File: config.mk
export PLATFORM = sky130hd
export DESIGN_NAME = vconvoy_seq
export DESIGN_NICKNAME = d
export VERILOG_FILES = /design/src/rtl/vcs_pkg.sv /design/src/rtl/vcs_penalty.sv /design/src/rtl/vcs_desc_store.sv /design/src/rtl/vcs_convoy_timer.sv /design/src/rtl/vconvoy_seq.sv
export SDC_FILE = /design/constraint.sdc
export NUM_CORES = 1
export LEC_CHECK = 0
export CAP_MARGIN = 5
export CORE_MARGIN = 2
export CORE_UTILIZATION = 26
export DETAILED_ROUTE_END_ITERATION = 10
export PLACE_DENSITY = 0.48
export SYNTH_ARGS = -nofsm -noshare
export SYNTH_HDL_FRONTEND = slang
export SYNTH_SLANG_ARGS = --single-unit
File: constraint.sdc
create_clock -name clk_i -period 12.2 [get_ports clk_i]
set_input_delay 3.05 -clock clk_i [delete_from_list [all_inputs] [get_ports clk_i]]
set_output_delay 3.05 -clock clk_i [all_outputs]
set_load 0.02 [all_outputs]
File: src/rtl/vcs_pkg.sv
package vcs_pkg;
  typedef enum logic [1:0] {
    CLS_MEM    = 2'd0,
    CLS_MUL    = 2'd1,
    CLS_ADD    = 2'd2,
    CLS_MEMMUL = 2'd3
  } vclass_e;
endpackage

File: src/rtl/vcs_penalty.sv
module vcs_penalty
  import vcs_pkg::*;
#(
  parameter int PW      = 5,
  parameter int MEM_PEN = 12,
  parameter int MUL_PEN = 7,
  parameter int ADD_PEN = 6
) (
  input  vclass_e         cls_i,
  output logic [PW-1:0]   pen_o
);
  // paired units: slower one sets the start-up
  localparam int COMBO_PEN = (MEM_PEN > MUL_PEN) ? MEM_PEN : MUL_PEN;

  always_comb begin
    unique case (cls_i)
      CLS_MEM:    pen_o = PW'(MEM_PEN);
      CLS_MUL:    pen_o = PW'(MUL_PEN);
      CLS_ADD:    pen_o = PW'(ADD_PEN);
      default:    pen_o = PW'(COMBO_PEN);
    endcase
  end
endmodule

File: src/rtl/vcs_desc_store.sv
module vcs_desc_store
  import vcs_pkg::*;
#(
  parameter int NCONV = 8,
  parameter int IW    = 3
) (
  input  logic               clk_i,
  input  logic               rst_ni,
  input  logic               load_i,
  input  logic [2*NCONV-1:0] cls_i,
  input  logic [IW-1:0]      sel_i,
  output vclass_e            cls_o
);
  logic [1:0] slot_q [NCONV];

  for (genvar g = 0; g < NCONV; g++) begin : g_slot
    always_ff @(posedge clk_i or negedge rst_ni) begin
      if (!rst_ni)     slot_q[g] <= 2'd0;
      else if (load_i) slot_q[g] <= cls_i[2*g +: 2];
    end
  end

  assign cls_o = vclass_e'(slot_q[sel_i]);
endmodule

File: src/rtl/vcs_convoy_timer.sv
module vcs_convoy_timer #(
  parameter int PW = 5,
  parameter int LW = 7,
  parameter int EW = 6,
  parameter int CW = 8
) (
  input  logic          clk_i,
  input  logic          rst_ni,
  input  logic          go_i,
  input  logic          run_i,
  input  logic [PW-1:0] pen_i,
  input  logic [LW-1:0] n_i,
  output logic          res_valid_o,
  output logic [EW-1:0] res_elem_o,
  output logic          last_o
);
  logic [CW-1:0] phase_q;
  logic [CW-1:0] pen_w, end_w;

  assign pen_w = CW'(pen_i);
  assign end_w = pen_w + CW'(n_i);

  always_ff @(posedge clk_i or negedge rst_ni) begin
    if (!rst_ni)                          phase_q <= '0;
    else if (go_i)                        phase_q <= '0;
    else if (run_i && phase_q != '1)      phase_q <= phase_q + 1'b1;
  end

  assign res_valid_o = run_i && (phase_q >= pen_w) && (phase_q < end_w);
  assign res_elem_o  = EW'(phase_q - pen_w);
  // zero length: convoy occupies its start cycle only
  assign last_o      = run_i && ((n_i == '0) ? (phase_q == '0) : (phase_q == end_w - 1'b1));

  AST_ELEM_CONTIG: assert property (@(posedge clk_i) disable iff (!rst_ni)
    (res_valid_o && !last_o) |=> res_valid_o);
  AST_ELEM_STEP: assert property (@(posedge clk_i) disable iff (!rst_ni)
    (res_valid_o && !last_o) |=> (res_elem_o == $past(res_elem_o) + 1'b1));
endmodule

File: src/rtl/vconvoy_seq.sv
module vconvoy_seq
  import vcs_pkg::*;
#(
  parameter int NCONV   = 8,
  parameter int MAX_VL  = 64,
  parameter int TSW     = 16,
  parameter int MEM_PEN = 12,
  parameter int MUL_PEN = 7,
  parameter int ADD_PEN = 6,
  localparam int IW     = $clog2(NCONV),
  localparam int LW     = $clog2(MAX_VL + 1),
  localparam int EW     = $clog2(MAX_VL),
  localparam int PW     = 5
) (
  input  logic               clk_i,
  input  logic               rst_ni,
  input  logic               start_i,
  input  logic [LW-1:0]      vlen_i,
  input  logic [IW-1:0]      last_conv_i,
  input  logic [2*NCONV-1:0] classes_i,
  output logic               busy_o,
  output logic               result_valid_o,
  output logic [IW-1:0]      result_conv_o,
  output logic [EW-1:0]      result_elem_o,
  output logic               ts_valid_o,
  output logic [IW-1:0]      ts_conv_o,
  output logic [TSW-1:0]     ts_start_o,
  output logic [TSW-1:0]     ts_first_o,
  output logic [TSW-1:0]     ts_last_o,
  output logic               done_o
);
  localparam int            CW   = PW + LW + 1;
  localparam logic [LW-1:0] MAXV = LW'(MAX_VL);

  logic           busy_q, done_q;
  logic [TSW-1:0] cyc_q, cstart_q;
  logic [IW-1:0]  idx_q, lastc_q;
  logic [LW-1:0]  n_q;
  logic           accept, conv_last, final_conv, go;
  vclass_e        cur_cls;
  logic [PW-1:0]  cur_pen;

  assign accept     = start_i && !busy_q;
  assign final_conv = (idx_q == lastc_q);
  assign go         = accept || (busy_q && conv_last && !final_conv);

  always_ff @(posedge clk_i or negedge rst_ni) begin
    if (!rst_ni) begin
      busy_q   <= 1'b0;
      done_q   <= 1'b0;
      cyc_q    <= '0;
      cstart_q <= '0;
      idx_q    <= '0;
      lastc_q  <= '0;
      n_q      <= '0;
    end else begin
      done_q <= 1'b0;
      if (accept) begin
        busy_q   <= 1'b1;
        cyc_q    <= '0;
        cstart_q <= '0;
        idx_q    <= '0;
        lastc_q  <= last_conv_i;
        n_q      <= (vlen_i > MAXV) ? MAXV : vlen_i;
      end else if (busy_q) begin
        cyc_q <= cyc_q + 1'b1;
        if (conv_last) begin
          if (final_conv) begin
            busy_q <= 1'b0;
            done_q <= 1'b1;
          end else begin
            idx_q    <= idx_q + 1'b1;
            cstart_q <= cyc_q + 1'b1;
          end
        end
      end
    end
  end

  vcs_desc_store #(.NCONV(NCONV), .IW(IW)) u_store (
    .clk_i  (clk_i),
    .rst_ni (rst_ni),
    .load_i (accept),
    .cls_i  (classes_i),
    .sel_i  (idx_q),
    .cls_o  (cur_cls)
  );

  vcs_penalty #(.PW(PW), .MEM_PEN(MEM_PEN), .MUL_PEN(MUL_PEN), .ADD_PEN(ADD_PEN)) u_pen (
    .cls_i (cur_cls),
    .pen_o (cur_pen)
  );

  vcs_convoy_timer #(.PW(PW), .LW(LW), .EW(EW), .CW(CW)) u_timer (
    .clk_i       (clk_i),
    .rst_ni      (rst_ni),
    .go_i        (go),
    .run_i       (busy_q),
    .pen_i       (cur_pen),
    .n_i         (n_q),
    .res_valid_o (result_valid_o),
    .res_elem_o  (result_elem_o),
    .last_o      (conv_last)
  );

  assign busy_o        = busy_q;
  assign done_o        = done_q;
  assign result_conv_o = idx_q;
  assign ts_valid_o    = busy_q && conv_last;
  assign ts_conv_o     = idx_q;
  assign ts_start_o    = cstart_q;
  assign ts_first_o    = (n_q == '0) ? cstart_q : cstart_q + TSW'(cur_pen);
  assign ts_last_o     = (n_q == '0) ? cstart_q
                                     : cstart_q + TSW'(cur_pen) + TSW'(n_q) - 1'b1;

  AST_RESULT_IN_RUN: assert property (@(posedge clk_i) disable iff (!rst_ni)
    result_valid_o |-> busy_o);
  AST_NEXT_START: assert property (@(posedge clk_i) disable iff (!rst_ni)
    ts_valid_o |=> (!busy_o || ts_start_o == $past(ts_last_o) + 1'b1));
  AST_DONE_PULSE: assert property (@(posedge clk_i) disable iff (!rst_ni)
    done_o |=> !done_o);
  AST_DONE_AFTER_RUN: assert property (@(posedge clk_i) disable iff (!rst_ni)
    $rose(done_o) |-> $fell(busy_o));
  AST_BUSY_START_IGNORED: assert property (@(posedge clk_i) disable iff (!rst_ni)
    (busy_q && start_i) |=> ($stable(n_q) && $stable(lastc_q)));
  AST_IDX_BOUND: assert property (@(posedge clk_i) disable iff (!rst_ni)
    busy_q |-> (idx_q <= lastc_q));
endmodule

; Word level (Yosys, flattened, before mapping)
; Index checks and enable logic that the tools add are counted.
; W data, S select, Z words.
[totals]
regBits = 76
word_cells = 80
[classes]
addsub = 9
order_cmp = 4
eq_ne = 6
mux = 28
bitwise_logic = 1
n_reduce_logical = 16
[op_table]
columns = cell, count
row1 = $mux W16, 8
row2 = $mux W13, 2
row3 = $add A16 B1 Y16 const B, 1
row4 = $add A16 B5 Y16, 1
row5 = $add A16 B7 Y16, 1
row6 = $sub A16 B1 Y16 const B, 1
row7 = $add A13 B1 Y13 const B, 1
row8 = $eq A13 B13 Y1, 1
row9 = $ge A13 B4 Y1, 1
row10 = $logic_not A13 Y1, 1
row11 = $lt A13 B8 Y1, 1
row12 = $ne A13 B13 Y1 const B, 1
row13 = $sub A13 B1 Y13 const B, 1
row14 = $mux W3, 4
row15 = $mux W1, 9
row16 = $add A4 B7 Y8, 1
row17 = $pmux W4 S2, 1
row18 = $gt A7 B7 Y1 const B, 1
row19 = $logic_and A1 B1 Y1, 7
row20 = $logic_not A7 Y1, 1
row21 = $mux W7, 1
row22 = $bmux W2 S3, 1
row23 = $reduce_bool A2 Y1, 3
row24 = $sub A6 B4 Y6, 1
row25 = 11 further kinds, 13

; Depth between registers and ports, before layout
[logic_depth]
depth_word = 15
ltp_mapped = 24
ltp_nobuf = 23

; Cells and area by module
; Synthesis repeated with hierarchy kept, for this count alone.
[unflattened]
cells_unflattened = 747
hier_area_um2 = 6523.8
[modules_own_cells]
columns = mod, n_inst, cells_each, area_per_inst_um2, seq_area_each_um2
row1 = vconvoy_seq, 1, 495, 4076.4, 1176.1
row2 = vcs_convoy_timer, 1, 205, 1686.6, 325.3
row3 = vcs_desc_store, 1, 40, 718.2, 400.4
row4 = vcs_penalty, 1, 7, 42.5, 0.0

; Least setup slack after synthesis
; No wires, ideal clock.
[synth_timing]
path_type = reg-to-output
startpoint = register idx_q[0] (netlist: result_conv_o[0])
endpoint = output ts_last_o[15]
arrival_time_ns = 5.343
t_required_ns = 9.150
setup_slack_ns = 3.807
stages_incl_launch_ff = 24
path_buffers = 1
path_cell_list = dfrtp_1 -> clkbuf_1 -> mux4_2 -> nand2_1 -> nand2_1 -> ha_1 -> inv_1 -> ha_1 -> a211oi_1 -> nor2b_1 -> o21ai_0 -> xor2_1 -> ha_1 -> inv_1 -> ha_1 -> and2_1 -> o21ai_0 -> a31oi_1 -> a41oi_1 -> a21oi_1 -> a21oi_1 -> xnor2_1 -> nand2_1 -> xnor2_1
[synth_between]
elab_chain_cells = 10
word_cells_on_any_way = 11
[synth_rtl]
columns = item, line
row1 = from (decl), vconvoy_seq.sv:37  ; logic [IW-1:0] idx_q, lastc_q;
row2 = from (signal assigned), vconvoy_seq.sv:72  ; idx_q <= idx_q + 1'b1;
row3 = $not A3 Y4 (not written as such) *, vcs_desc_store.sv:23  ; assign cls_o = vclass_e'(slot_q[sel_i]);
row4 = $bmux W2 S3 *, vcs_desc_store.sv:23
row5 = $mux W2 (not written as such) * (2 in series), vcs_desc_store.sv:23
row6 = $eq A2 B2 Y1 / $eq A2 B1 Y1 (equally long branches), vcs_penalty.sv:16  ; unique case (cls_i)
row7 = $pmux W4 S2 *, vcs_penalty.sv:16
row8 = $add A16 B5 Y16 *, vconvoy_seq.sv:114  ; : cstart_q + TSW'(cur_pen) + TSW'(n_q) - 1'b1;
row9 = $add A16 B7 Y16 *, vconvoy_seq.sv:114
row10 = $sub A16 B1 Y16 *, vconvoy_seq.sv:114
row11 = $mux W16 *, vconvoy_seq.sv:113  ; assign ts_last_o = (n_q == '0) ? cstart_q
row12 = to (decl), vconvoy_seq.sv:29  ; output logic [TSW-1:0] ts_last_o,
; Mark *: on every way between the ends. The rest lies on a longest branch, timed or not. The select of a mux whose other input is x is not followed.

; Final worst setup path
; Ends and elaborated chain as after synthesis.

==> flow_metrics.py <==
metrics = {
    "final_layout": {
        "layoutNonFillerInstCount": 1058,
        "area_growth_pct": 24.6,
        "nets": 845,
        "drive_above_1_share": 0.0505,
        "design_area_mm2": 0.00741,
        "antenna_cells": 0,
    },
    "floorplanning": {
        "die_h_um": 155,
        "num_io_pins": 93,
        "core_mm2": 0.0226,
        "start_util": 0.263,
        "dieArea_mm2": 0.0241,
        "die-width_um": 155,
        "rows": 55,
    },
    "yosys": {
        "async_reset_ff_frac": 1.00,
        "synth_flop_cell": "dfrtp_1",
        "synth_cell_types": 64,
        "synth-seq-area-share": 0.320,
        "synthTopCellsByArea": "dfrtp_1 32%, ha_1 9.3%, xnor2_1 7.1%",
        "synth_seq_cells": 76,
        "syn_area_per_cell_um2": 8.50,
        "postSynthCellCount": 699,
        "syn_area_mm2": 0.00594,
        "synth-edff-count": 0,
        "synth_top_area_share": 0.320,
        "yosysWarningCount": 0,
        "yosysTopAreaCell": "dfrtp_1",
        "synthesis.nets": 776,
    },
    "power_and_ir_drop": {
        "internal_power_mw": 0.912,
        "switching_share": 0.427,
        "p_sw_mw": 0.681,
        "pwr-share-comb": 0.583,
        "powerDensity_mw_per_mm2": 215,
        "clkPwrFrac": 0.181,
        "p_leak_nw": 3.18,
        "pwr-share-seq": 0.236,
        "peakVddDrop_mv": 0.104,
    },
    "cts": {
        "cts.htree.levels": 3,
        "cts_root_buffer": "clkbuf_16",
        "path_clk_slew_ps": 60,
        "cts.repair.resized": 0,
        "cts_buffers": 9,
        "post_cts_buffers": 0,
        "clock_path_buffers": 2,
        "hold_buffers": 0,
        "clock-sinks": 76,
        "cts_tree": "yes",
        "clock_latency_ps": 340,
    },
    "timing": {
        "setup_ws_ps": 2720,
        "rsz0062_at_grt": "no",
        "tightest_slew_ps": 1010,
        "slew_violations": 0,
        "max_freq_ghz": 0.105,
        "period_needed_ps": 9480,
        "holdWs_ps": 472,
        "setup_viol": 0,
        "period_share": 0.777,
        "relSlewSlack": 0.327,
        "totalNegativeSetupSlack_ps": 0,
        "finClkSkew_ps": 10.3,
        "hold_viol": 0,
    },
    "global_routing": {
        "gr-total-overflow": 0,
        "grt_pass1_wl_um": 27200,
        "grt_usage": 0.141,
        "grt_max_degree": 77,
        "grt_antenna_before_repair": 0,
        "grt_pass1_vias": 5076,
    },
    "min_path": {
        "hold-path-endpoint": "u_store.slot_q[6]",
        "hold_path.class": "reg2reg",
        "worst_hold_path.num_cells": 2,
        "min_from": "u_store.slot_q[6]",
    },
    "critical_path": {
        "crit_fanout": 10,
        "ff2ff_path_depth": 16,
        "r2r_slack_ps": 7080,
        "critPathCaptureType": "output port",
        "critPathRequiredTime_ps": 9150,
        "reg2reg_to": "ts_start_o[0]",
        "crit_type": "reg2out",
        "worstPathArrival_ps": 6430,
        "critPathLaunchType": "flip-flop",
        "r2r_start": "result_conv_o[0]",
    },
    "place": {
        "dp_hpwl_um": 12300,
        "dp.cells": 1042,
        "gp_congestion": 0.787,
        "placed_area_mm2": 0.00709,
        "numPortBuffers": 92,
        "dp_slack_ps": 3020,
    },
    "route": {
        "finalWirelength_um": 16700,
        "drt-vias-per-instance": 4.76,
        "vias": 5033,
        "drt-pass1-iter-count": 6,
        "wire_per_inst_um": 15.8,
        "ant_nets": 0,
        "dr.first_iter.drc_count": 297,
        "drc": 0,
    },
    "status": {
        "outcome": "complete, no violations",
    },
    "run": {
        "cap_viol_max_count": 0,
    },
}
worst max-delay path, cell delays in order (launching register included):
cell and delay, ps:
dfrtp_1 620, mux4_2 560, nand2_1 90, nand2_1 60, ha_1 520, inv_1 150
ha_1 290, a211oi_1 340, nor2b_1 100, o21ai_0 280, xor2_1 110, ha_1 290
inv_1 40, ha_1 330, and2_1 180, o21ai_0 220, a31oi_1 200, a41oi_1 360
a21oi_1 130, a21oi_1 200, xnor2_1 140, nand2_1 90, xnor2_1 150, clkdlybuf4s50_1 630
power by group through the flow:
stage                     logic [mW]  registers (mW)  clock network, mW
after floorplan                0.629           0.345                  0
after detailed placement       0.934           0.380                  0
final                          0.929           0.376              0.288
after global placement         0.936           0.380                  0
after CTS                      0.939           0.376              0.298
after global routing            1.03           0.386              0.307
cells in the mapped netlist (4+ instances only):
library cell	count
fa_1	4
nor3_1	23
xor2_1	32
a22o_1	15
nor2_1	31
clkbuf_1	27
buf_4	4
and2_1	5
dfrtp_1	76
buf_2	4
nand3_1	34
nand4_1	13
o211ai_1	4
nor4_1	4
nor2b_1	8
a21oi_1	39
nand3b_1	9
nand2_1	103
o21ai_0	36
xnor2_1	48
a21o_1	4
ha_1	44
inv_1	47
mux4_2	4
a31oi_1	4
nand2b_1	6
and3_1	8
stage by stage:
| stage | utilization | power, mW |
|---|---|---|
| finish | 0.328 | 1.59 |
| global route | 0.328 | 1.72 |
| CTS | 0.328 | 1.61 |
| detailed placement | 0.314 | 1.31 |
| global placement | 0.314 | 1.32 |
| floorplan | - | 0.974 |
flip-flops by register name (all words and copies together) (netlist names):
signal	count
u_store.slot_q	16
done_o	1
u_timer.phase_q	13
lastc_q	3
busy_o	1
cyc_q	16
ts_start_o	16
n_q	7
result_conv_o	3
metal layers:
metal | vias to the layer above | global-route usage | share of wire
met5 | - | 0 | 0
met4 | 0 | 0.0467 | 0.018
met3 | 16 | 0.0237 | 0.035
met2 | 98 | 0.224 | 0.44
met1 | 2360 | 0.196 | 0.50
li1 | 2559 | - | -
layout by cell type (no fill, tap or decap), drive strengths merged, types with 5 or more instances in the layout:
| cell | count |
|---|---|
| clkdlybuf4s50 | 91 |
| xor2 | 32 |
| buf | 6 |
| clkbuf | 11 |
| xnor2 | 50 |
| a31oi | 5 |
| and3 | 8 |
| nand2 | 103 |
| nand4 | 13 |
| nand2b | 6 |
| nand3 | 34 |
| a22o | 15 |
| dfrtp | 76 |
| inv | 49 |
| nor4 | 5 |
| and2 | 5 |
| a21oi | 40 |
| nand3b | 9 |
| o21ai | 37 |
| nor2 | 32 |
| nor3 | 23 |
| ha | 44 |
| nor2b | 8 |
kinds of logic (layout without fill, tap and decap cells):
group           Yosys count  count (layout)  share of synthesized area
buf+inv                  87             161                     0.0600
mux                      11              11                     0.0278
xor+xnor                 82              82                      0.123
compound gates          131             131                      0.143
simple gates            264             264                      0.220
fa+ha+maj                48              48                      0.106
flops                    76              76                      0.320
worst max-delay path by stage:
stage	from	to	slack, ps	depth (start not counted)
finish	result_conv_o[0]	ts_last_o[15]	2720	23
global route	result_conv_o[0]	ts_last_o[15]	2090	23
CTS	result_conv_o[0]	ts_last_o[15]	2620	23
detailed placement	result_conv_o[0]	ts_last_o[15]	3020	23
global placement	result_conv_o[0]	ts_last_o[15]	3190	23
floorplan	result_conv_o[0]	ts_last_o[15]	3810	23
layout make-up:
cell class	instances	area, µm²
clock buffers	11	233
multi-input cells	536	3690
well taps	285	357
flip-flops and latches	76	1900
fillers	2409	15200
repair buffers	97	956
inverters	48	183
clock inverters	5	85.1
(Power assumes the default switching activity.)
